**config.mk**
```make
export PLATFORM = sky130hd
export DESIGN_NAME = upm_port_group
export DESIGN_NICKNAME = d
export VERILOG_FILES = /design/src/rtl/upm_pkg.sv /design/src/rtl/upm_latch_bank.sv /design/src/rtl/upm_pin_drv.sv /design/src/rtl/upm_bus_or.sv /design/src/rtl/upm_port_group.sv
export SDC_FILE = /design/constraint.sdc
export NUM_CORES = 1
export LEC_CHECK = 0
export ABC_AREA = 0
export BUFFER_PORTS_ARGS = -buffer_cell sky130_fd_sc_hd__buf_2
export CORE_ASPECT_RATIO = 0.6
export CORE_MARGIN = 8
export CORE_UTILIZATION = 43
export DETAILED_ROUTE_END_ITERATION = 16
export PLACE_DENSITY = 0.82
export SLEW_MARGIN = 20
export SYNTH_ARGS = -nofsm -noshare
export SYNTH_HDL_FRONTEND = slang
export SYNTH_SLANG_ARGS = --single-unit
```
**constraint.sdc**
```tcl
create_clock -name clk_i -period 0.9 [get_ports clk_i]
set_input_delay 0.18 -clock clk_i [delete_from_list [all_inputs] [get_ports clk_i]]
set_output_delay 0.18 -clock clk_i [all_outputs]
set_load 0.01 [all_outputs]
```
**src/rtl/upm_pkg.sv**
```systemverilog
package upm_pkg;
  typedef enum logic [1:0] {
    LSEL_DATA = 2'd0,
    LSEL_OE   = 2'd1,
    LSEL_NONE = 2'd2
  } latch_kind_e;
endpackage

```
**src/rtl/upm_latch_bank.sv**
```systemverilog
module upm_latch_bank
  import upm_pkg::*;
#(
  parameter int W    = 8,
  parameter int SELW = 5
) (
  input  logic            clk_i,
  input  logic            rst_ni,
  input  logic            clr_i,
  input  logic            wr_en_i,
  input  logic [W-1:0]    wr_mask_i,
  input  logic [W-1:0]    wr_data_i,
  input  logic            inj_en_i,
  input  logic [SELW-1:0] inj_sel_i,
  output logic [W-1:0]    data_q_o,
  output logic [W-1:0]    oe_q_o
);
  localparam int NBITS = 2 * W;

  latch_kind_e kind;
  logic [W-1:0] flip_d, flip_oe;
  logic [W-1:0] load_d, load_oe;
  logic [W-1:0] data_q, oe_q;

  always_comb begin
    if (32'(inj_sel_i) < W)          kind = LSEL_DATA;
    else if (32'(inj_sel_i) < NBITS) kind = LSEL_OE;
    else                             kind = LSEL_NONE;
  end

  always_comb begin
    for (int k = 0; k < W; k++) begin
      flip_d[k]  = inj_en_i && (kind == LSEL_DATA) && (32'(inj_sel_i) == k);
      flip_oe[k] = inj_en_i && (kind == LSEL_OE)   && (32'(inj_sel_i) == k + W);
    end
  end

  // Both latches always load the same commanded value.
  always_comb begin
    if (clr_i) begin
      load_d  = '0;
      load_oe = '0;
    end else if (wr_en_i) begin
      load_d  = (data_q & ~wr_mask_i) | (wr_data_i & wr_mask_i);
      load_oe = (oe_q   & ~wr_mask_i) | (wr_data_i & wr_mask_i);
    end else begin
      load_d  = data_q;
      load_oe = oe_q;
    end
  end

  always_ff @(posedge clk_i or negedge rst_ni) begin
    if (!rst_ni) begin
      data_q <= '0;
      oe_q   <= '0;
    end else begin
      data_q <= load_d  ^ flip_d;
      oe_q   <= load_oe ^ flip_oe;
    end
  end

  assign data_q_o = data_q;
  assign oe_q_o   = oe_q;
endmodule

```
**src/rtl/upm_pin_drv.sv**
```systemverilog
module upm_pin_drv #(
  parameter int W = 8
) (
  input  logic [W-1:0] data_i,
  input  logic [W-1:0] oe_i,
  output logic [W-1:0] drive_o
);
  for (genvar k = 0; k < W; k++) begin : g_pin
    // Released pin contributes nothing to the pulled-down line.
    assign drive_o[k] = oe_i[k] ? data_i[k] : 1'b0;
  end
endmodule

```
**src/rtl/upm_bus_or.sv**
```systemverilog
module upm_bus_or #(
  parameter int N = 3,
  parameter int W = 8
) (
  input  logic [N*W-1:0] drive_i,
  output logic [W-1:0]   bus_o
);
  for (genvar k = 0; k < W; k++) begin : g_line
    always_comb begin
      bus_o[k] = 1'b0;  // pull-down
      for (int n = 0; n < N; n++) bus_o[k] = bus_o[k] | drive_i[n*W+k];
    end
  end
endmodule

```
**src/rtl/upm_port_group.sv**
```systemverilog
module upm_port_group #(
  parameter int N    = 3,
  parameter int W    = 8,
  parameter int SELW = $clog2(2 * W) + 1
) (
  input  logic            clk_i,
  input  logic            rst_ni,
  input  logic [N-1:0]    clr_i,
  input  logic [N-1:0]    wr_en_i,
  input  logic [N*W-1:0]  wr_mask_i,
  input  logic [N*W-1:0]  wr_data_i,
  input  logic [N-1:0]    inj_en_i,
  input  logic [N*SELW-1:0] inj_sel_i,
  output logic [N*W-1:0]  rd_data_o,
  output logic [N*W-1:0]  rd_oe_o,
  output logic [N*W-1:0]  pin_o,
  output logic [W-1:0]    bus_o
);
  for (genvar n = 0; n < N; n++) begin : g_node
    upm_latch_bank #(.W(W), .SELW(SELW)) u_bank (
      .clk_i    (clk_i),
      .rst_ni   (rst_ni),
      .clr_i    (clr_i[n]),
      .wr_en_i  (wr_en_i[n]),
      .wr_mask_i(wr_mask_i[n*W +: W]),
      .wr_data_i(wr_data_i[n*W +: W]),
      .inj_en_i (inj_en_i[n]),
      .inj_sel_i(inj_sel_i[n*SELW +: SELW]),
      .data_q_o (rd_data_o[n*W +: W]),
      .oe_q_o   (rd_oe_o[n*W +: W])
    );

    upm_pin_drv #(.W(W)) u_drv (
      .data_i (rd_data_o[n*W +: W]),
      .oe_i   (rd_oe_o[n*W +: W]),
      .drive_o(pin_o[n*W +: W])
    );
  end

  upm_bus_or #(.N(N), .W(W)) u_bus (
    .drive_i(pin_o),
    .bus_o  (bus_o)
  );
endmodule

```
Word-level counts from Yosys, hierarchy flattened
Index checks and enable logic that the tools add are counted.
{"block": "op_classes", "n_lt_le_gt_ge": 6, "n_eq_ne": 48, "mux": 42, "n_bitwise": 40, "n_reduce_logical": 60}
{"cell": "5-bit by 4-bit equality test with 1-bit output, second input constant", "n": 24}
{"cell": "8-bit 2-to-1 mux", "n": 12}
{"cell": "8-bit AND", "n": 9}
{"cell": "5-bit by 3-bit equality test with 1-bit output, second input constant", "n": 12}
{"cell": "1-bit logical AND", "n": 54}
{"cell": "8-bit OR", "n": 6}
{"cell": "8-bit XOR", "n": 6}
{"cell": "5-bit by 2-bit equality test with 1-bit output, second input constant", "n": 6}
{"cell": "1-bit 2-to-1 mux", "n": 24}
{"cell": "8-bit inverter", "n": 3}
{"cell": "1-bit OR", "n": 16}
{"cell": "5-bit by 1-bit equality test with 1-bit output, second input constant", "n": 3}
{"cell": "5-bit zero test", "n": 3}
{"cell": "5-bit by 4-bit less-than comparator with 1-bit output, second input constant", "n": 3}
{"cell": "5-bit less-than comparator, second input constant", "n": 3}
{"cell": "2-bit 2-to-1 mux", "n": 6}
{"cell": "2-bit by 1-bit equality test with 1-bit output, second input constant", "n": 3}
{"cell": "2-bit zero test", "n": 3}
{"block": "word_totals", "reg_bits": 48, "input_bits": 74, "out_inout_bits": 80, "elab_cells": 202}

Depth between registers and ports, before layout
Gate-level depths: netlist of the first run.
{"block": "depth", "word_depth": 7, "depth_mapped": 4, "ltp_nobuf": 3}

Cells and area by module
From an unflattened synthesis of the first run, not the netlist that was laid out.
{"block": "hier_totals", "cells_unflattened": 338, "hier_area_um2": 3424.5}
{"module": "upm_latch_bank (g_node[1].u_bank ...)", "n_inst": 2, "cells_per_inst": 102, "area_per_inst_um2": 1047.3, "seq_area_each_um2": 400.4}
{"module": "upm_latch_bank (g_node[0].u_bank)", "n_inst": 1, "cells_per_inst": 102, "area_per_inst_um2": 1129.8, "seq_area_each_um2": 400.4}
{"module": "upm_pin_drv", "n_inst": 3, "cells_per_inst": 8, "area_per_inst_um2": 50.0, "seq_area_each_um2": 0.0}
{"module": "upm_bus_or", "n_inst": 1, "cells_per_inst": 8, "area_per_inst_um2": 50.0, "seq_area_each_um2": 0.0}

Least setup slack after synthesis of the first run
OpenSTA, ideal clock, no wires.
{"block": "synth_path", "path_type": "register -> output", "start": "register g_node[0].u_bank.oe_q[5]", "end": "output bus_o[5]", "t_arrival_ns": 0.868, "t_required_ns": 0.720, "setup_slack_ns": -0.148, "stages_incl_launch_ff": 4, "path_buffers": 0, "cell_sequence": "dfrtp_1 and2_1 nor3_1 inv_1"}
{"block": "synth_via", "elab_chain_cells": 3}
{"item": "start, declared", "line": "upm_latch_bank.sv:23", "rtl": "logic [W-1:0] data_q, oe_q;"}
{"item": "start signal, assigned", "line": "upm_latch_bank.sv:58", "rtl": "oe_q <= load_oe ^ flip_oe;"}
{"item": "1-bit 2-to-1 mux", "line": "upm_pin_drv.sv:10", "rtl": "assign drive_o[k] = oe_i[k] ? data_i[k] : 1'b0;"}
{"item": "named net pin_o[5]", "line": "upm_port_group.sv:16", "rtl": "output logic [N*W-1:0] pin_o,"}
{"item": "1-bit OR (2 in a row)", "line": "upm_bus_or.sv:11", "rtl": "for (int n = 0; n < N; n++) bus_o[k] = bus_o[k] | drive_i[n*W+k];"}
{"item": "end, declared", "line": "upm_port_group.sv:17", "rtl": "output logic [W-1:0] bus_o"}
The timed path passes the listed nets, and every way through them passes these cells.

Worst setup path after layout of the first run
{"block": "layout_path", "start": "register g_node[1].u_bank.oe_q[3]", "end": "output bus_o[3]"}
{"block": "layout_via", "elab_chain_cells": 3}
{"item": "start, declared", "line": "upm_latch_bank.sv:23"}
{"item": "start signal, assigned", "line": "upm_latch_bank.sv:58"}
{"item": "1-bit 2-to-1 mux", "line": "upm_pin_drv.sv:10"}
{"item": "1-bit OR (2 in a row)", "line": "upm_bus_or.sv:11"}
No other way between the ends.

==> reports/qor.yml, run 1 <==
sta:
  tightestPinTransition_ns: 0.581
  skew_ns: 0
  fin_crit_sh_pct: 164
  min_period_ns: 1.48
  drv_slew: 0
  finalSetupTns_ns: -30.28
  slew_headroom_pct: 61.3
  max_freq_ghz: 0.677
  rsz0062_at_grt: "yes"
  hold_viol: 0
  finalWorstSetupSlack_ns: -0.576
  setup_violations: 128
synthesis:
  synth_warnings: 0
  synthesis.nets: 420
  synthMuxAreaShare_pct: 0
  synth_cell_types: 23
  synth_area_um2: 3320
  synth_simple_gate_area_share_pct: 24.7
  synth-xor-area-share_pct: 12.7
  avgSynthCellArea_um2: 9.59
  synth_compound_area_share_pct: 22.1
  syn_inst: 346
  synth_top_family_by_area: "simple AND/OR/NAND/NOR gates"
  yosysSeqAreaShare_pct: 36.2
  ys_ff_latch: 48
  synthAdderAreaFrac_pct: 0
critical_path:
  path_class: "register to output pin"
  startpoint_type: "register"
  cp.required_ns: 0.72
  path_max_fanout: 2
  arrival_ns: 1.30
  r2r_cells: 5
  end_kind: "output pin"
clock_network:
  cts_buffers: 5
  cts_htree_levels: 2
  cts_tree: "built"
  cts_sinks: 48
  root_buffer: "clkbuf_16"
  cts_max_path_buffers: 2
  clkLatencyLatePin_ns: 0.28
  clk_pin_slew_ns: 0.06
cells_and_area:
  finalNonFillerCells: 684
  drive_above_1_share_pct: 69.1
  utilization_pct: 85.4
  area_delta_synth_final_pct: 89.3
  fillCellCount: 342
  multiInputGateArea_um2: 2590
  final_cell_mix: "buf_6, buf_2, dfrtp_1, a21oi_2, a21bo_4"
  final_common_cell: "buf_6"
  regArea_um2: 1200
  nets: 653
  final_cell_area_um2: 6280
  num_antenna_cells: 0
routing:
  wl_met2_um: 7890
  wl_per_cell_um: 22.6
  vias_per_cell: 5.48
  routed-wl-met3_um: 1380
  routed_wl_um: 15400
  drtIter0Drc: 206
  drt-met1-wl_um: 5590
  routed.top_layer: "met4"
  drc: 0
  drtPass1Iterations: 4
  postRouteAntennaNets: 0
  vias: 3749
grt:
  grt_pass1_vias: 3864
  grt_use_total_pct: 23.8
  antenna_found_initial: 0
  gr-total-overflow: 0
  grt_max_degree: 49
  grt_pass1_wl_um: 20500
placed_design:
  dp_hpwl_um: 8990
  portBuffers: 153
  dp_cells: 636
  gp_congestion: 0.924
  placed_area_um2: 4790
die:
  start_util_pct: 45.1
  dieArea_um2: 10900
  rows: 24
  die_width_um: 129
  pin_count: 154
  dieHeight_um: 84.0
  fp.coreArea_um2: 7360
power_and_ir_drop:
  vdd_drop_max_v: 0.000768
  p_leak_uw: 0.00296
  power_density_nw_per_um2: 1080
  power_frac_comb_pct: 31.9
  internal_power_uw: 4860
  clkPwrFrac_pct: 32.8
  p_seq_share_pct: 35.4
  sw_frac_of_total_pct: 28.2
  p_switching_uw: 1910
run:
  cap_violations: 0
worst_hold_path:
  min_path_cells: 4
  worstHoldPathType: "input port to register"
run_status:
  violations: "setup timing"
  status: "complete, but fails checks"
[critical path, stage by stage (launching register included)]
cell and delay [ns]:
dfrtp_1 0.41, and2_4 0.18, nor3_2 0.19, inv_1 0.10, buf_6 0.13
[state kept, by name, indices dropped and copies added, names as in the netlist]
register and cells:
g_node.u_bank.data_q_o 24, g_node.u_bank.oe_q_o 24
[power by group through the flow]
stage	Sequential (µW)	Clock, µW	Combinational [µW]
6_report	2390	2220	2160
5_1_grt	2400	2320	2260
4_1_cts	2370	2230	1890
3_5_place_dp	2410	0	1450
3_3_place_gp	2400	0	1400
2_1_floorplan	2460	0	669
[per-layer routing]
metal	global-route usage (%)	vias up
met5	0	-
met4	7.32	0
met3	6.44	50
met2	42.6	199
met1	26.8	1831
li1	-	1669
[kinds of logic after synthesis]
group / Yosys count
AND/OR/NAND/NOR: 128
AO/OA/AOI/OAI: 96
XOR/XNOR: 48
flip-flops: 48
buffers and inverters: 26
[per-stage QoR]
stage	power (µW)	setup WS [ns]	hold slack [ns]
floorplan	3130	-0.0958	-0.116
global route	6990	-0.592	0.289
CTS	6490	-0.473	0.260
global placement	3800	-0.226	0.185
finish	6760	-0.576	0.275
detailed placement	3860	-0.297	0.187
[cells in the mapped netlist]
cell type,instances,area share (%)
nand2_1,30,3.4
buf_6,4,1.4
nor2b_1,6,1.1
and2_1,24,4.5
a21bo_2,47,14
nor3b_2,6,2.3
clkbuf_1,3,0.34
xor2_1,12,3.2
inv_1,8,0.91
buf_2,10,1.5
a21oi_1,45,6.8
nor3_1,11,1.7
nand3_2,2,0.60
nor4b_4,3,2.2
xnor2_1,36,9.5
nand3_1,31,4.7
and4bb_2,6,2.3
nor2_1,6,0.68
dfrtp_1,48,36
a21bo_1,1,0.30
buf_4,1,0.23
nand4b_2,3,1.4
a21oi_2,3,0.79
[what timing repair did]
| action | CTS | global route |
|---|---|---|
| endpoints found under the setup margin | 128 | 128 |
| pin swaps | 26 | 26 |
| hold buffers | 1 | 0 |
| gates resized for setup | 138 | 69 |
| setup buffers | 35 | 30 |
| endpoints found under the hold margin | 48 | 0 |
[worst paths after layout]
path | start | endpoint | slack (ns)
setup / recovery | g_node[1].u_bank.oe_q_o[3]$_DFF_PN0_ | bus_o[3] | -0.58
hold / removal | inj_sel_i[1] | g_node[0].u_bank.oe_q_o[0]$_DFF_PN0_ | 0.28
setup reg to reg | g_node[0].u_bank.oe_q_o[6]$_DFF_PN0_ | g_node[0].u_bank.oe_q_o[6]$_DFF_PN0_ | -0.31
hold reg to reg | g_node[2].u_bank.oe_q_o[5]$_DFF_PN0_ | g_node[2].u_bank.oe_q_o[5]$_DFF_PN0_ | 0.82
max in group asynchronous | rst_ni | g_node[0].u_bank.oe_q_o[5]$_DFF_PN0_ | 0.25
min in group asynchronous | rst_ni | g_node[1].u_bank.data_q_o[6]$_DFF_PN0_ | 0.42
[area by class of cell]
| type | count | share of cell area, % |
|---|---|---|
| tap | 104 | 2.07 |
| multi-input combinational | 272 | 41.2 |
| inverter | 8 | 0.478 |
| sequential | 48 | 19.1 |
| clock inverter | 2 | 0.618 |
| timing repair buffer | 244 | 34.3 |
| clock buffer | 6 | 2.21 |
Note: power is estimated with default switching activity, not from simulation.
==> run 2, diff against run 1 <==
--- a/config.mk
+++ b/config.mk
@@ -9,7 +9,7 @@
 export BUFFER_PORTS_ARGS = -buffer_cell sky130_fd_sc_hd__buf_2
 export CORE_ASPECT_RATIO = 0.6
 export CORE_MARGIN = 8
-export CORE_UTILIZATION = 43
+export CORE_UTILIZATION = 45
 export DETAILED_ROUTE_END_ITERATION = 16
 export PLACE_DENSITY = 0.82
 export SLEW_MARGIN = 20
==> constraint.sdc (replaced) <==
create_clock -name clk_i -period 1.65 [get_ports clk_i]
set_input_delay 0.33 -clock clk_i [delete_from_list [all_inputs] [get_ports clk_i]]
set_output_delay 0.33 -clock clk_i [all_outputs]
set_load 0.01 [all_outputs]
==> run 2 against run 1 <==
  * The flow now finishes without violations
  * Via count fell by 20%
  * Cell area fell by 32%
  * Flip-flop and latch count did not move
  * Sequential share of layout area rose by 9.1 points
  * Clock power fell by 55%
  * Non-clock buffer count fell by 90
  * Die area fell by 3.8%
  * Combinational power fell by 71%
==> reports/qor.yml, run 2 (synthesis gave the netlist of run 1 again) <==
routing:
  wl_per_cell_um: 16.6
  postRouteAntennaNets: 0
  drc: 0
  routed_wl_um: 9650
  drtIter0Drc: 124
  drtPass1Iterations: 4
  vias: 2993
  vias_per_cell: 5.15
clock_network:
  cts_htree_levels: 2
  cts_sinks: 48
  cts_tree: "built"
  clk_pin_slew_ns: 0.06
  cts_max_path_buffers: 2
  cts_buffers: 5
  cts_setup_buffers: 0
  clkLatencyLatePin_ns: 0.28
  root_buffer: "clkbuf_16"
sta:
  hold_ws_ns: 0.0286
  skew_ns: 0
  rsz0062_at_grt: "no"
  setup_violations: 0
  max_freq_ghz: 0.636
  fin_crit_sh_pct: 95.4
  tightestPinTransition_ns: 0.433
  finalSetupTns_ns: 0
  slew_headroom_pct: 71.1
  drv_slew: 0
  hold_viol: 0
  min_period_ns: 1.57
critical_path:
  path_class: "register to output pin"
  path_max_fanout: 3
  r2r-start: "g_node[2].u_bank.oe_q_o[6]$_DFF_PN0_"
  r2r_cells: 3
  r2r_end: "g_node[2].u_bank.oe_q_o[6]$_DFF_PN0_"
  cp.required_ns: 1.32
  r2r_slack_ns: 0.62
  startpoint_type: "register"
  end_kind: "output pin"
  arrival_ns: 1.24
die:
  pin_count: 154
  dieHeight_um: 82.5
  start_util_pct: 46.0
  fp.coreArea_um2: 7210
  rows: 24
  dieArea_um2: 10500
  die_width_um: 127
grt:
  grt_use_total_pct: 18.2
  grt_pass1_vias: 3073
  antenna_found_initial: 0
  gr-total-overflow: 0
  grt_pass1_wl_um: 15400
  grt_max_degree: 49
placed_design:
  gp_congestion: 0.806
  portBuffers: 153
  dp_hpwl_um: 8070
power_and_ir_drop:
  p_leak_uw: 0.00219
  power_density_nw_per_um2: 683
  vdd_drop_max_v: 0.000371
cells_and_area:
  area_delta_synth_final_pct: 28.4
  num_antenna_cells: 0
  drive_above_1_share_pct: 47.3
  nets: 563
  final_cell_mix: "buf_2, dfrtp_1, a21bo_2, a21oi_1, xnor2_1"
  final_common_cell: "buf_2"
worst_hold_path:
  worstHoldPathType: "input port to async pin"
run:
  cap_violations: 0
run_status:
  status: "finished, final reports clean"
run 2: cell types whose count changed in the layout (fill, tap and decap cells not counted), moves of 6 or more:
cell | previous run | this run
a21oi_2 | 39 | 3
and2_4 | 24 | 0
a21bo_2 | 10 | 47
nor3_1 | 3 | 9
buf_6 | 125 | 0
buf_4 | 28 | 0
buf_2 | 85 | 153
and2_1 | 0 | 24
a21oi_4 | 9 | 0
a21oi_1 | 0 | 45
a21bo_4 | 37 | 0
run 2: critical path, cell delays in order (launching register included):
cell and delay, ns:
dfrtp_1 0.40, and2_1 0.23, nor3_1 0.15, inv_1 0.05
buf_2 0.13
run 2: stage by stage:
| step | instance area (µm²) | utilization [%] | cells | total power, µW | setup WS (ns) |
|---|---|---|---|---|---|
| global route | 4260 | 59.1 | 581 | 3060 | 0.00220 |
| global placement | 4100 | 56.9 | 573 | 1910 | 0.370 |
| finish | 4260 | 59.1 | 581 | 2910 | 0.0764 |
| CTS | 4250 | 59.0 | 581 | 2930 | 0.0725 |
| detailed placement | 4100 | 56.9 | 573 | 1930 | 0.317 |
| floorplan | 3320 | - | 346 | 1650 | 0.452 |
run 2: layout make-up:
type	instances	area [µm²]
fill	668	2950
clock buffer	8	146
sequential	48	1200
inverter	8	30.0
tap	91	114
timing repair buffer	154	786
multi-input combinational	272	1980
run 2: how the worst max path moves through the flow:
stage,start,endpoint,slack [ns]
after floorplan,g_node[0].u_bank.oe_q_o[5]$_DFF_PN0_,bus_o[5],0.45
after global routing,g_node[0].u_bank.oe_q_o[0]$_DFF_PN0_,bus_o[0],0.002
final,g_node[2].u_bank.oe_q_o[4]$_DFF_PN0_,bus_o[4],0.08
after detailed placement,wr_en_i[2],g_node[2].u_bank.oe_q_o[6]$_DFF_PN0_,0.32
after CTS,g_node[1].u_bank.oe_q_o[5]$_DFF_PN0_,bus_o[5],0.07
after global placement,g_node[0].u_bank.oe_q_o[3]$_DFF_PN0_,bus_o[3],0.37
run 2: report_power, final:
| group | internal, µW | total [µW] | leakage, µW | switching (µW) |
|---|---|---|---|---|
| registers | 1250 | 1290 | 0.000649 | 46.8 |
| logic | 287 | 616 | 0.00147 | 330 |
| clock network | 604 | 998 | 0.0000712 | 394 |
| total | 2140 | 2910 | 0.00219 | 771 |
run 2: metal layers:
layer	track usage [%]	wire, µm
met1	23.9	4350
met2	30.3	4430
met3	5.90	854
met4	1.65	14
met5	0	0
run 2: what timing repair did:
action | CTS | global route
gates resized for setup | 0 | 2
setup endpoints to repair | 0 | 2
hold buffers | 0 | 0
